--- config.mk ---
export PLATFORM = sky130hd
export DESIGN_NAME = pc_flow_unit
export DESIGN_NICKNAME = d
export VERILOG_FILES = /design/src/rtl/pcu_pkg.sv /design/src/rtl/pcu_target.sv /design/src/rtl/pcu_stack.sv /design/src/rtl/pc_flow_unit.sv
export SDC_FILE = /design/constraint.sdc
export NUM_CORES = 1
export LEC_CHECK = 0
export ABC_AREA = 0
export CAP_MARGIN = 20
export CORE_MARGIN = 4
export CORE_UTILIZATION = 30
export DETAILED_ROUTE_END_ITERATION = 8
export SYNTH_ARGS = -nofsm -noshare
export SYNTH_HDL_FRONTEND = slang
export SYNTH_HIERARCHICAL = 1
export SYNTH_SLANG_ARGS = --single-unit
--- constraint.sdc ---
create_clock -name clk -period 5.4 [get_ports clk]
set_input_delay 1.08 -clock clk [delete_from_list [all_inputs] [get_ports clk]]
set_output_delay 1.08 -clock clk [all_outputs]
set_load 0.01 [all_outputs]
--- src/rtl/pcu_pkg.sv ---
package pcu_pkg;

    localparam int PC_W   = 16;
    localparam int BYTE_W = 8;
    localparam int PAGE_W = 3;

    typedef enum logic [3:0] {
        CMD_SEQ   = 4'd0,
        CMD_PJMP  = 4'd1,
        CMD_PCALL = 4'd2,
        CMD_LJMP  = 4'd3,
        CMD_LCALL = 4'd4,
        CMD_REL   = 4'd5,
        CMD_IND   = 4'd6,
        CMD_RET   = 4'd7,
        CMD_RETI  = 4'd8
    } pcu_cmd_e;

    typedef enum logic [2:0] {
        ST_IDLE,
        ST_PUSH_LO,
        ST_PUSH_HI,
        ST_POP_HI,
        ST_POP_LO
    } stk_state_e;

    typedef struct packed {
        logic call;
        logic ret;
        logic reti;
    } flow_kind_t;

    // Effective instruction length: fixed for page and long forms.
    function automatic logic [1:0] eff_len(input pcu_cmd_e c, input logic [1:0] given);
        case (c)
            CMD_PJMP, CMD_PCALL: eff_len = 2'd2;
            CMD_LJMP, CMD_LCALL: eff_len = 2'd3;
            default:             eff_len = given;
        endcase
    endfunction

endpackage

--- src/rtl/pcu_target.sv ---
module pcu_target
    import pcu_pkg::*;
#(
    parameter int AW = PC_W,
    parameter int BW = BYTE_W,
    parameter int PW = PAGE_W
) (
    input  logic [3:0]    cmd,
    input  logic [AW-1:0] pc,
    input  logic [1:0]    ins_len,
    input  logic [BW-1:0] opcode,
    input  logic [BW-1:0] op1,
    input  logic [BW-1:0] op2,
    input  logic [BW-1:0] rel_ofs,
    input  logic [BW-1:0] acc,
    input  logic [AW-1:0] dptr,
    output logic [AW-1:0] target,
    output logic [AW-1:0] ret_addr,
    output flow_kind_t    kind
);
    localparam int KEEP_LSB = BW + PW;

    pcu_cmd_e      c;
    logic [1:0]    len;
    logic [AW-1:0] next_pc;
    logic [AW-1:0] page_tgt;
    logic [AW-1:0] long_tgt;
    logic [AW-1:0] rel_tgt;
    logic [AW-1:0] ind_tgt;

    always_comb begin
        c        = pcu_cmd_e'(cmd);
        len      = eff_len(c, ins_len);
        next_pc  = pc + AW'(len);
        page_tgt = {next_pc[AW-1:KEEP_LSB], opcode[BW-1 -: PW], op1};
        long_tgt = AW'({op1, op2});
        rel_tgt  = next_pc + {{(AW-BW){rel_ofs[BW-1]}}, rel_ofs};
        ind_tgt  = dptr + AW'(acc);
    end

    always_comb begin
        kind   = '0;
        target = next_pc;
        case (c)
            CMD_PJMP:  target = page_tgt;
            CMD_PCALL: begin target = page_tgt; kind.call = 1'b1; end
            CMD_LJMP:  target = long_tgt;
            CMD_LCALL: begin target = long_tgt; kind.call = 1'b1; end
            CMD_REL:   target = rel_tgt;
            CMD_IND:   target = ind_tgt;
            CMD_RET:   kind.ret = 1'b1;
            CMD_RETI:  begin kind.ret = 1'b1; kind.reti = 1'b1; end
            default:   target = next_pc;
        endcase
    end

    assign ret_addr = next_pc;

endmodule

--- src/rtl/pcu_stack.sv ---
module pcu_stack
    import pcu_pkg::*;
#(
    parameter int          AW     = PC_W,
    parameter int          BW     = BYTE_W,
    parameter logic [7:0]  SP_RST = 8'h07
) (
    input  logic          clk,
    input  logic          rst,
    input  logic          start,
    input  flow_kind_t    kind,
    input  logic [AW-1:0] target,
    input  logic [AW-1:0] ret_addr,
    input  logic [BW-1:0] ram_rdata,
    output logic          busy,
    output logic          ram_we,
    output logic          ram_re,
    output logic [BW-1:0] ram_addr,
    output logic [BW-1:0] ram_wdata,
    output logic [BW-1:0] sp,
    output logic          load_en,
    output logic [AW-1:0] load_pc,
    output logic          irq_reen
);
    localparam int HI_LSB = AW - BW;

    stk_state_e    state;
    logic [BW-1:0] sp_q;
    logic [AW-1:0] ret_q;
    logic [AW-1:0] tgt_q;
    logic [BW-1:0] hi_q;
    logic          reti_q;
    logic [BW-1:0] sp_up;
    logic [BW-1:0] sp_dn;

    assign sp_up = sp_q + BW'(1);
    assign sp_dn = sp_q - BW'(1);

    always_ff @(posedge clk) begin
        if (rst) begin
            state  <= ST_IDLE;
            sp_q   <= BW'(SP_RST);
            ret_q  <= '0;
            tgt_q  <= '0;
            hi_q   <= '0;
            reti_q <= 1'b0;
        end else begin
            case (state)
                ST_IDLE: begin
                    if (start && kind.call) begin
                        ret_q <= ret_addr;
                        tgt_q <= target;
                        state <= ST_PUSH_LO;
                    end else if (start && kind.ret) begin
                        reti_q <= kind.reti;
                        state  <= ST_POP_HI;
                    end
                end
                ST_PUSH_LO: begin
                    sp_q  <= sp_up;
                    state <= ST_PUSH_HI;
                end
                ST_PUSH_HI: begin
                    sp_q  <= sp_up;
                    state <= ST_IDLE;
                end
                ST_POP_HI: begin
                    hi_q  <= ram_rdata;
                    sp_q  <= sp_dn;
                    state <= ST_POP_LO;
                end
                ST_POP_LO: begin
                    sp_q  <= sp_dn;
                    state <= ST_IDLE;
                end
                default: state <= ST_IDLE;
            endcase
        end
    end

    always_comb begin
        ram_we    = (state == ST_PUSH_LO) || (state == ST_PUSH_HI);
        ram_re    = (state == ST_POP_HI) || (state == ST_POP_LO);
        ram_addr  = ram_we ? sp_up : sp_q;
        ram_wdata = (state == ST_PUSH_LO) ? ret_q[BW-1:0] : ret_q[AW-1:HI_LSB];
        load_en   = (state == ST_PUSH_HI) || (state == ST_POP_LO);
        load_pc   = (state == ST_PUSH_HI) ? tgt_q : AW'({hi_q, ram_rdata});
        irq_reen  = (state == ST_POP_LO) && reti_q;
        busy      = (state != ST_IDLE);
    end

    assign sp = sp_q;

    // each written byte advances the pointer first
    p_push_preinc_r5: assert property (@(posedge clk) disable iff (rst)
        ram_we |=> (sp == $past(sp) + BW'(1)));

    // never write and read in the same cycle
    p_strobe_excl_r5: assert property (@(posedge clk) disable iff (rst)
        $onehot0({ram_we, ram_re}));

    // each read byte lowers the pointer afterwards
    p_pop_postdec_r6: assert property (@(posedge clk) disable iff (rst)
        ram_re |=> (sp == $past(sp) - BW'(1)));

    // re-enable pulse only accompanies a stack read
    p_reen_on_pop_r7: assert property (@(posedge clk) disable iff (rst)
        irq_reen |-> ram_re);

    // a push sequence is always two cycles long
    p_push_pair_r10: assert property (@(posedge clk) disable iff (rst)
        (state == ST_PUSH_LO) |=> (state == ST_PUSH_HI));

endmodule

--- src/rtl/pc_flow_unit.sv ---
module pc_flow_unit
    import pcu_pkg::*;
#(
    parameter int         AW     = PC_W,
    parameter int         BW     = BYTE_W,
    parameter int         PW     = PAGE_W,
    parameter logic [7:0] SP_RST = 8'h07
) (
    input  logic          clk,
    input  logic          rst,
    input  logic          cmd_valid,
    input  logic [3:0]    cmd,
    input  logic [1:0]    ins_len,
    input  logic [BW-1:0] opcode,
    input  logic [BW-1:0] op1,
    input  logic [BW-1:0] op2,
    input  logic [BW-1:0] rel_ofs,
    input  logic [BW-1:0] acc,
    input  logic [AW-1:0] dptr,
    input  logic [BW-1:0] ram_rdata,
    output logic          ram_we,
    output logic          ram_re,
    output logic [BW-1:0] ram_addr,
    output logic [BW-1:0] ram_wdata,
    output logic [AW-1:0] pc,
    output logic [BW-1:0] sp,
    output logic          busy,
    output logic          irq_reen
);
    logic [AW-1:0] target;
    logic [AW-1:0] ret_addr;
    flow_kind_t    kind;
    logic          accept;
    logic          load_en;
    logic [AW-1:0] load_pc;
    logic [AW-1:0] pc_q;

    pcu_target #(.AW(AW), .BW(BW), .PW(PW)) u_target (
        .cmd      (cmd),
        .pc       (pc_q),
        .ins_len  (ins_len),
        .opcode   (opcode),
        .op1      (op1),
        .op2      (op2),
        .rel_ofs  (rel_ofs),
        .acc      (acc),
        .dptr     (dptr),
        .target   (target),
        .ret_addr (ret_addr),
        .kind     (kind)
    );

    assign accept = cmd_valid && !busy;

    pcu_stack #(.AW(AW), .BW(BW), .SP_RST(SP_RST)) u_stack (
        .clk       (clk),
        .rst       (rst),
        .start     (accept),
        .kind      (kind),
        .target    (target),
        .ret_addr  (ret_addr),
        .ram_rdata (ram_rdata),
        .busy      (busy),
        .ram_we    (ram_we),
        .ram_re    (ram_re),
        .ram_addr  (ram_addr),
        .ram_wdata (ram_wdata),
        .sp        (sp),
        .load_en   (load_en),
        .load_pc   (load_pc),
        .irq_reen  (irq_reen)
    );

    always_ff @(posedge clk) begin
        if (rst)
            pc_q <= '0;
        else if (load_en)
            pc_q <= load_pc;
        else if (accept && !kind.call && !kind.ret)
            pc_q <= target;
    end

    assign pc = pc_q;

    // a long jump lands on the two operand bytes
    p_long_jump_r4: assert property (@(posedge clk) disable iff (rst)
        (accept && cmd == 4'd3) |=> (pc == AW'($past({op1, op2}))));

    // with no accepted command and no stack load, pc holds
    p_stall_pc_r10: assert property (@(posedge clk) disable iff (rst)
        (!accept && !load_en) |=> $stable(pc));

    // a call or return accepted raises busy on the next cycle
    p_busy_follows_r10: assert property (@(posedge clk) disable iff (rst)
        (accept && (kind.call || kind.ret)) |=> busy);

endmodule

# ---- Word-level counts from Yosys, hierarchy flattened
# Cells that the tools add are included.
dict set report totals {
  register_bits 68
  inputBits 73
  output_inout_bits 44
  elab_cells 64
}
dict set report op_classes {
  addsub 5
  eq_ne 13
  muxes 14
  bitwise_logic 1
  n_reduce_logical 24
}
# cell count
set op_table {}
lappend op_table {{$pmux W16 S4} 1}
lappend op_table {{$mux W16} 3}
lappend op_table {{$add A16 B16 Y16} 1}
lappend op_table {{$add A16 B2 Y16} 1}
lappend op_table {{$add A16 B8 Y16} 1}
lappend op_table {{$eq A4 B3 Y1 const B} 4}
lappend op_table {{$mux W8} 2}
lappend op_table {{$pmux W8 S2} 1}
lappend op_table {{$reduce_or A2 Y1} 6}
lappend op_table {{$pmux W3 S3} 1}
lappend op_table {{$add A8 B1 Y8 const B} 1}
lappend op_table {{$eq A4 B2 Y1 const B} 2}
lappend op_table {{$sub A8 B1 Y8 const B} 1}
lappend op_table {{$eq A3 B2 Y1 const B} 2}
lappend op_table {{$logic_and A1 B1 Y1} 6}
lappend op_table {{$mux W3} 2}
lappend op_table {{$eq A4 B1 Y1 const B} 1}
lappend op_table {{$eq A4 B4 Y1 const B} 1}
lappend op_table {{$pmux W2 S2} 1}
lappend op_table {{$reduce_bool A2 Y1} 2}
lappend op_table {{$eq A3 B1 Y1 const B} 1}
lappend op_table {{$eq A3 B3 Y1 const B} 1}
lappend op_table {{$logic_not A1 Y1} 3}
lappend op_table {{$logic_not A3 Y1} 1}
lappend op_table {{other kinds (7)} 11}

# ---- Longest topological paths before layout
# Gate-level depths: netlist of run 1.
dict set report depth {
  ltp_word 8
  depth_mapped 24
  depth_no_buf 20
}

# ---- Cells and area by module
# The synthesis of run 1 kept the hierarchy.
# module instances cells_per_inst area_each_um2 seq_area_each_um2
set by_module_without_submodules {}
lappend by_module_without_submodules {pcu_stack 1 296 2568.7 1041.0}
lappend by_module_without_submodules {pcu_target 1 340 2364.8 0.0}
lappend by_module_without_submodules {pc_flow_unit 1 76 805.8 320.3}

# ---- Least setup slack after synthesis of run 1
# No wires, ideal clock.
dict set report synth_timing {
  kind {input to register}
  startpoint {input port cmd[1]}
  endpoint {register pc_q[12] (netlist: pc[12])}
  setup_ns 0.134
  arrival_time_ns 4.988
  path_slack_ns 0.278
  cell_stages 21
  n_path_buf 3
  cell_sequence {buf_2 -> and2_1 -> buf_2 -> mux2i_4 -> nor2_2 -> buf_6 -> or3_1 -> ha_1 -> a21oi_1 -> nor2_1 -> and3_1 -> and3_1 -> xor2_1 -> ha_1 -> nand2_1 -> a211o_1 -> a21oi_2 -> mux2i_1 -> a221o_1 -> mux2i_1 -> a211oi_2}
}
dict set report synth_via {
  elab_chain_len 8
  elab_cells_between_ends 25
  cone_classes {add/sub: 2; eq/ne: 8; mux: 6; reduce/logical: 9}
}
# item line
set synth_rtl {}
lappend synth_rtl {{start: declaration} pc_flow_unit.sv:12} ;# input logic [3:0] cmd,
lappend synth_rtl {{$eq A4 B2 Y1, or another cell as far along} pcu_pkg.sv:35} ;# case (c)
lappend synth_rtl {{$reduce_or A2 Y1 (no line)} -}
lappend synth_rtl {{$pmux W2 S2 *} pcu_pkg.sv:35}
lappend synth_rtl {{$add A16 B2 Y16 *} pcu_target.sv:34} ;# next_pc = pc + AW'(len);
lappend synth_rtl {{net ret_addr[9]} pc_flow_unit.sv:31} ;# logic [AW-1:0] ret_addr;
lappend synth_rtl {{$add A16 B16 Y16 *} pcu_target.sv:37} ;# rel_tgt = next_pc + {{(AW-BW){rel_ofs[BW-1]}}, rel_ofs};
lappend synth_rtl {{$pmux W16 S4 *} pcu_target.sv:44} ;# case (c)
lappend synth_rtl {{net target[12]} pc_flow_unit.sv:30} ;# logic [AW-1:0] target;
lappend synth_rtl {{$mux W16 *} pc_flow_unit.sv:79} ;# else if (accept && !kind.call && !kind.ret)
lappend synth_rtl {{$mux W16 *} pc_flow_unit.sv:77} ;# else if (load_en)
lappend synth_rtl {{end signal: assignment} pc_flow_unit.sv:78} ;# pc_q <= load_pc;
lappend synth_rtl {{end signal: assignment} pc_flow_unit.sv:80} ;# pc_q <= target;
lappend synth_rtl {{end: declaration} pc_flow_unit.sv:36} ;# logic [AW-1:0] pc_q;
# Mark *: on every way through the listed nets, which the timed path passes. The rest lies on a longest branch. The select of a mux whose other input is x is not followed.
# A chain may end at the register's enable or synchronous reset.

# ---- Worst setup path after layout of run 1
dict set report layout_timing {
  startpoint {input port cmd[3]}
  endpoint {register pc_q[14] (netlist: pc[14])}
}
# Same word-level chain as after synthesis.

==> results of run 1 <==
-- routing by layer --
layer / part of all wire [%] / global-route usage [%] / vias up
li1: - / - / 2905
met1: 47 / 24.3 / 2738
met2: 46 / 28.4 / 152
met3: 4.7 / 2.76 / 30
met4: 2.6 / 5.88 / 0
met5: 0 / 0 / -
-- sequential cells by signal (all words and copies together), names as in the netlist --
name	cells
pc	16
u_stack/ret_q	16
u_stack/tgt_q	16
u_stack/hi_q	8
u_stack/sp	8
u_stack/state	3
u_stack/reti_q	1
-- cell usage in the layout, fill, tap and decap left out, drive strengths merged, types with 5 or more instances in the layout --
master         count
mux2i             30
or3                5
o21ai             26
ha                30
a31oi              7
dfxtp             68
mux2              29
xor2              20
nor3              30
nand3             19
nor2b             11
inv               21
buf               87
nand4              6
nand2b             5
nor2              47
nand2            101
and3              11
clkbuf            13
a211oi            25
a221oi             8
a21o              13
a211o              6
xnor2             23
a21oi             65
clkdlybuf4s50    107
-- layout make-up --
cell class / count / area, um2
clock buffer: 12 / 246
clock inverter: 4 / 48.8
timing repair buffer: 197 / 1750
multi-input combinational: 578 / 4070
tap: 234 / 293
sequential: 68 / 1360
inverter: 22 / 82.6
fill: 1911 / 10900
-- through the flow --
step	hold WS [ns]	setup TNS [ns]	setup WS (ns)	area [um2]
global route	0.474	-0.00461	-0.00461	7850
global placement	0.439	-4.05	-0.479	7460
detailed placement	0.443	-4.55	-0.496	7460
finish	0.452	0	0.297	7850
CTS	0.452	0	0.0120	7780
floorplan	0.433	0	0.278	5740
-- timing repair --
action / 4_1_cts / 5_1_grt
setup buffers: 0 / 5
gates resized for setup: 6 / 10
pin swaps: 0 / 2
endpoints found under the setup margin: 5 / 14
-- logic make-up (layout without fill, tap and decap cells) --
family,Yosys count,in the layout,synth area share [%]
buffers and inverters,66,235,6.41
muxes,59,59,11.2
adders and majority gates,33,33,7.59
AOI/OAI and AO/OA,180,180,21.2
DFF,68,68,23.7
xor gates and xnor gates,43,43,6.89
and+or+nand+nor,263,263,23.0
-- worst reg2reg max path, cell delays in order (launching register included) --
cell and delay (ns):
sky130_fd_sc_hd__dfxtp_1 0.40, sky130_fd_sc_hd__ha_1 0.20, sky130_fd_sc_hd__inv_1 0.05, sky130_fd_sc_hd__fa_1 0.37, sky130_fd_sc_hd__nand3b_1 0.19, sky130_fd_sc_hd__nor2_1 0.10
sky130_fd_sc_hd__buf_4 0.14, sky130_fd_sc_hd__nand2_1 0.07, sky130_fd_sc_hd__xnor2_1 0.18, sky130_fd_sc_hd__ha_1 0.38, sky130_fd_sc_hd__buf_4 0.14, sky130_fd_sc_hd__nand2_1 0.08
sky130_fd_sc_hd__buf_4 0.14, sky130_fd_sc_hd__nor3_1 0.17, sky130_fd_sc_hd__o211ai_1 0.14, sky130_fd_sc_hd__a311oi_1 0.34, sky130_fd_sc_hd__nor4b_2 0.10, sky130_fd_sc_hd__o21ai_1 0.19
sky130_fd_sc_hd__mux2i_1 0.10, sky130_fd_sc_hd__a211oi_1 0.25
-- synth_stat cells (4+ instances only) --
library cell and count:
sky130_fd_sc_hd__a211oi_2 4, sky130_fd_sc_hd__and2_1 4, sky130_fd_sc_hd__xor2_1 20, sky130_fd_sc_hd__mux2_2 26, sky130_fd_sc_hd__nand4_1 6, sky130_fd_sc_hd__dfxtp_1 68, sky130_fd_sc_hd__nand3_1 19, sky130_fd_sc_hd__nor2b_1 11
sky130_fd_sc_hd__clkbuf_1 13, sky130_fd_sc_hd__inv_1 20, sky130_fd_sc_hd__and3_1 11, sky130_fd_sc_hd__a221oi_1 5, sky130_fd_sc_hd__buf_4 5, sky130_fd_sc_hd__or3_1 5, sky130_fd_sc_hd__nor3_1 30, sky130_fd_sc_hd__a21oi_1 64
sky130_fd_sc_hd__nand2b_1 5, sky130_fd_sc_hd__a221o_1 4, sky130_fd_sc_hd__buf_2 13, sky130_fd_sc_hd__a21o_1 13, sky130_fd_sc_hd__mux2i_1 29, sky130_fd_sc_hd__xnor2_1 22, sky130_fd_sc_hd__ha_1 30, sky130_fd_sc_hd__nor2_1 45
sky130_fd_sc_hd__a211o_1 6, sky130_fd_sc_hd__a211oi_1 21, sky130_fd_sc_hd__a31oi_1 7, sky130_fd_sc_hd__nand2_1 101, sky130_fd_sc_hd__buf_6 9, sky130_fd_sc_hd__nand3b_1 4, sky130_fd_sc_hd__o21ai_1 9, sky130_fd_sc_hd__o21ai_0 17
-- worst min-delay path by stage --
| stage | endpoint | depth (start not counted) | slack (ns) |
|---|---|---|---|
| 2_1_floorplan | u_stack/ret_q[0] | 2 | 0.43 |
| 5_1_grt | u_stack/ret_q[10] | 2 | 0.47 |
| 3_5_place_dp | u_stack/ret_q[1] | 2 | 0.44 |
| 3_3_place_gp | u_stack/tgt_q[10] | 2 | 0.44 |
| 6_report | u_stack/ret_q[1] | 2 | 0.45 |
| 4_1_cts | u_stack/ret_q[1] | 2 | 0.45 |
-- power breakdown --
part / internal, mW / switching (mW) / leakage, nW
clock network: 0.369 / 0.214 / 0.147
registers: 0.525 / 0.0394 / 0.552
logic: 0.347 / 0.344 / 2.47
==> flow_metrics.env, run 1 <==
export IMPL_grt_antenna_before_repair=0
export IMPL_final_core_utilization_pct=41.8
export IMPL_worstSetupPathDepth=22
export IMPL_cts_htree_levels=3
export IMPL_post_cts_hold_buffer_count=0
export IMPL_sequential_fraction_of_the_synthesis_area_pct=23.7
export IMPL_finalSetupViolCount=0
export IMPL_layout_nets=982
export IMPL_die_area_mm2=0.0214
export IMPL_numCtsBuffers=9
export IMPL_slew_viol_final=0
export IMPL_postSynth_asyncResetShare_pct=0
export IMPL_drc=0
export IMPL_grt_overflow=0
export IMPL_antenna_cells=0
export IMPL_io_buffer_count=111
export IMPL_finClkSkew_ns=0.00813
export IMPL_critPathLaunch="cmd[3]"
export IMPL_r2r_cells=19
export IMPL_post_synth_cell_area_avg_um2=8.06
export IMPL_hold_violation_total_from_the_final_report=0
export IMPL_finalCriticalPeriod_ns=5.10
export IMPL_cp_start_kind="primary input"
export IMPL_insertion_delay_ns=0.33
export IMPL_min_delay_start="u_stack/ret_q[1]"
export IMPL_ys_ff_latch=68
export IMPL_clockRootBuffer="sky130_fd_sc_hd__clkbuf_16"
export IMPL_drt_total_wl_mm=19.3
export IMPL_worst_setup_hold_path_clk_slew_ns=0.05
export IMPL_pin_count_of_the_biggest_net_entering_global_routing=75
export IMPL_ys_warnings_count=6
export IMPL_layout_worst_path_cycle_share_pct=94.5
export IMPL_wl_per_cell_um=17.3
export IMPL_via_count_of_the_first_global_routing_pass=5543
export IMPL_synth_fp_nets=818
export IMPL_crit_arrival_ns=5.34
export IMPL_status="complete, no violations"
export IMPL_worst_setup_endpoint="pc[14]"
export IMPL_instances_no_fill=1115
export IMPL_worst_pin_slew_ns=0.993
export IMPL_max_clock_path_buffers=2
export IMPL_grtUsageTotal_pct=17.7
export IMPL_syn_inst=712
export IMPL_crit_buf_inv=6
export IMPL_cts_tree="built"
export IMPL_ant_nets=0
export IMPL_synth_largest_area_cell="sky130_fd_sc_hd__dfxtp_1"
export IMPL_area_growth_pct=36.8
export IMPL_rows=50
export IMPL_grt_first_pass_wirelength_mm=30.4
export IMPL_synth_edf_count=0
export IMPL_max_stage_delay_ns=0.44
export IMPL_power_density_cell_area_mw_per_mm2=234
export IMPL_core_area_mm2=0.0188
export IMPL_gp_routability_congestion=0.984
export IMPL_pin_count=117
export IMPL_die_height_um=146
export IMPL_critPathTopFamily="simple AND/OR/NAND/NOR gates"
export IMPL_timing_rr_start="pc[0]"
export IMPL_synth_top_area_share_pct=23.7
export IMPL_dominantRegCellSynth="sky130_fd_sc_hd__dfxtp_1"
export IMPL_criticalPathCategory="in -> reg"
export IMPL_cp_max_fo=8
export IMPL_count_of_different_cell_masters_after_synthesis=74
export IMPL_synth_area_top_cells="sky130_fd_sc_hd__dfxtp_1 (24%), sky130_fd_sc_hd__nand2_1 (6.6%), sky130_fd_sc_hd__ha_1 (6.5%)"
export IMPL_max_cap_violations=0
export IMPL_power_after_layout_mw=1.84
export IMPL_ir_drop_mv=0.151
export IMPL_min_delay_path_class="reg -> reg"
export IMPL_highest_achievable_clock_rate_mhz=196
export IMPL_floorplan_initialDensity_pct=30.6
export IMPL_total_leakage_power_nw=3.17
export IMPL_mappedNetlistArea_mm2=0.00574
export IMPL_post_drt_via_cell_ratio=5.22
export IMPL_die_width_um=146
export IMPL_relSlewSlack_pct=33.7
export IMPL_setup_worst_path_end_class="register"
export IMPL_regToRegEndpoint="pc[14]"
export IMPL_placedCellCount=1094
export IMPL_cp_common_cell="sky130_fd_sc_hd__buf_4"
export IMPL_routed_via_count=5825
export IMPL_critical_path_slowest_cell="sky130_fd_sc_hd__clkdlybuf4s50_1"
export IMPL_tritoncts_num_sinks=68
export IMPL_worst_path_cell_trace="clkdlybuf4s50_1 > nor3_2 > buf_4 > or3_1 > inv_2 > fa_1 > nand3b_1 > nor2_1 > buf_4 > nand2_1 > xnor2_1 > ha_1 > buf_4 > nand2_1 > buf_4 > nor3_1 > o211ai_1 > a311oi_1 > nor4b_2 > o21ai_1 > mux2i_1 > a211oi_1"
export IMPL_drtPass1Iterations=5
export IMPL_final_layout_size_suffix_gt1_share_pct=18.5
export IMPL_first_iter_violations=440
export IMPL_detailed_place_hpwl_mm=15.1
export IMPL_critPathRequiredTime_ns=5.64
export IMPL_reg2reg_setup_slack_ns=1.57
Note: power is estimated with default switching activity, not from simulation.
==> run 2: changes to the inputs <==
--- a/config.mk
+++ b/config.mk
@@ -7,7 +7,7 @@
 export LEC_CHECK = 0
 export ABC_AREA = 0
 export CAP_MARGIN = 20
-export CORE_MARGIN = 4
+export CORE_MARGIN = 5
 export CORE_UTILIZATION = 30
 export DETAILED_ROUTE_END_ITERATION = 8
 export SYNTH_ARGS = -nofsm -noshare
==> run 2 against run 1 <==
- sequential cell count unchanged
- power increased by 0.36%
- clock skew decreased by 0.0012 ns
- non-clock buffer count decreased by 7
- final cell count decreased by 0.63%
- design area decreased by 0.13%
- worst setup slack improved by 0.012 ns
- largest cell class unchanged
- largest power group unchanged
==> flow_metrics.env, run 2 (synthesis results as in run 1) <==
export IMPL_routed_via_count=5789
export IMPL_hold_violation_total_from_the_final_report=0
export IMPL_post_drt_via_cell_ratio=5.22
export IMPL_ir_drop_mv=0.175
export IMPL_power_density_cell_area_mw_per_mm2=235
export IMPL_area_growth_pct=36.7
export IMPL_cp_common_cell="sky130_fd_sc_hd__buf_4"
export IMPL_finalSetupViolCount=0
export IMPL_max_cap_violations=0
export IMPL_gp_routability_congestion=0.952
export IMPL_die_area_mm2=0.0220
export IMPL_leading_cell_types_in_the_layout_fill_and_taps_excluded="sky130_fd_sc_hd__clkdlybuf4s50_1 (107), sky130_fd_sc_hd__nand2_1 (101), sky130_fd_sc_hd__buf_4 (79)"
export IMPL_drt_total_wl_mm=19.4
export IMPL_drc=0
export IMPL_dpl_instance_area_mm2=0.00743
export IMPL_critPathTopFamily="buffers and inverters"
export IMPL_relSlewSlack_pct=36.6
export IMPL_gr_usage_met3_pct=3.63
export IMPL_core_area_mm2=0.0188
export IMPL_worst_path_cell_trace="clkdlybuf4s50_1 > buf_4 > buf_4 > nor2_2 > or3_1 > ha_1 > a21oi_1 > nor2_1 > buf_4 > nand2_1 > xor2_1 > inv_1 > ha_1 > a21oi_1 > nor2b_1 > o21ai_0 > a311oi_1 > nor4b_1 > buf_4 > o21ai_1 > mux2i_1 > a211oi_1"
export IMPL_criticalPathCategory="in -> reg"
export IMPL_final_layout_size_suffix_gt1_share_pct=18.4
export IMPL_grt_antenna_before_repair=0
export IMPL_drtPass1Iterations=5
export IMPL_rows=50
export IMPL_cp_max_fo=5
export IMPL_slew_viol_final=0
export IMPL_total_leakage_power_nw=3.14
export IMPL_groute_layer_met2_usage_pct=28.6
export IMPL_numCtsBuffers=9
export IMPL_setup_ws_ns=0.309
export IMPL_pre_cts_slack_ns=-0.341
export IMPL_die_height_um=148
export IMPL_first_iter_violations=387
export IMPL_gr_max_usage_layer="met2"
export IMPL_layout_cells_most_common="sky130_fd_sc_hd__clkdlybuf4s50_1"
export IMPL_grt_overflow=0
export IMPL_insertion_delay_ns=0.33
export IMPL_layout_nets=975
export IMPL_cts_htree_levels=3
export IMPL_floorplan_initialDensity_pct=30.6
export IMPL_finClkSkew_ns=0.00695
export IMPL_crit_arrival_ns=5.27
export IMPL_post_cts_hold_buffer_count=0
export IMPL_layout_worst_path_cycle_share_pct=94.3
export IMPL_critPathRequiredTime_ns=5.58
export IMPL_antenna_cells=0
export IMPL_io_buffer_count=111
export IMPL_worst_hold_slack_ns=0.451
export IMPL_pin_count=117
export IMPL_min_delay_path_class="reg -> reg"
export IMPL_critical_path_slowest_cell="sky130_fd_sc_hd__clkdlybuf4s50_1"
export IMPL_finalCriticalPeriod_ns=5.09
export IMPL_tritoncts_num_sinks=68
export IMPL_cts_tree="built"
export IMPL_highest_achievable_clock_rate_mhz=196
export IMPL_final_fill_count=1914
export IMPL_max_stage_delay_ns=0.50
export IMPL_worst_setup_hold_path_clk_slew_ns=0.06
export IMPL_final_design_area_no_fill_mm2=0.00784
export IMPL_setup_worst_path_end_class="register"
export IMPL_die_width_um=148
export IMPL_global_route_usage_met1_pct=22.6
export IMPL_max_clock_path_buffers=2
export IMPL_pin_count_of_the_biggest_net_entering_global_routing=75
export IMPL_detailed_place_hpwl_mm=15.1
export IMPL_ant_nets=0
export IMPL_clockRootBuffer="sky130_fd_sc_hd__clkbuf_16"
export IMPL_grt_first_pass_wirelength_mm=30.2
export IMPL_via_count_of_the_first_global_routing_pass=5519
export IMPL_crit_buf_inv=6
export IMPL_worst_pin_slew_ns=0.950
export IMPL_grtUsageTotal_pct=17.2
export IMPL_status="complete, no violations"
export IMPL_cp_start_kind="primary input"
export IMPL_wl_per_cell_um=17.5
export IMPL_power_after_layout_mw=1.85
## run 2: tightest hold or removal path: stages (launching register included)
cell and delay, ns:
sky130_fd_sc_hd__dfxtp_1 0.31, sky130_fd_sc_hd__nand2_1 0.05, sky130_fd_sc_hd__a21oi_1 0.05
## run 2: worst paths after layout
path / start / endpoint / slack (ns) / depth (start not counted)
worst max-delay path: cmd[3] / pc[14] / 0.31 / 22
worst min-delay path: u_stack/ret_q[1] / u_stack/ret_q[1] / 0.45 / 2
worst max register to register: pc[0] / pc[14] / 1.59 / 19
worst min register to register: u_stack/ret_q[1] / u_stack/ret_q[1] / 0.45 / 2
## run 2: metrics by stage
step                      util [%]  setup TNS, ns  std cells
after global placement        39.6          -2.46       1090
after CTS                     41.3              0       1106
after global routing          41.8      -0.000185       1108
after floorplan                  -              0        712
final                         41.8              0       1108
after detailed placement      39.6          -3.15       1090
## run 2: power breakdown
part | switching [mW] | internal (mW)
Combinational | 0.345 | 0.345
Sequential | 0.0390 | 0.525
Clock | 0.223 | 0.369
## run 2: cell type report
type / count / area, um2 / share of cell area (%)
repair buffers: 190 / 1710 / 21.8
inverters: 22 / 82.6 / 1.05
well taps: 234 / 293 / 3.73
clock buffers: 10 / 239 / 3.05
multi-input cells: 578 / 4100 / 52.2
clock inverters: 6 / 63.8 / 0.814
flip-flops and latches: 68 / 1360 / 17.4
## run 2: layer usage
| layer | share of wire [%] | vias up |
|---|---|---|
| met5 | 0 | - |
| met4 | 2.5 | 0 |
| met3 | 5.2 | 28 |
| met2 | 47 | 177 |
| met1 | 45 | 2693 |
| li1 | - | 2891 |
## run 2: what timing repair did
item	in CTS	in global routing
pin swaps	1	4
resized for setup	3	15
setup endpoints to repair	2	13
setup buffers	0	2
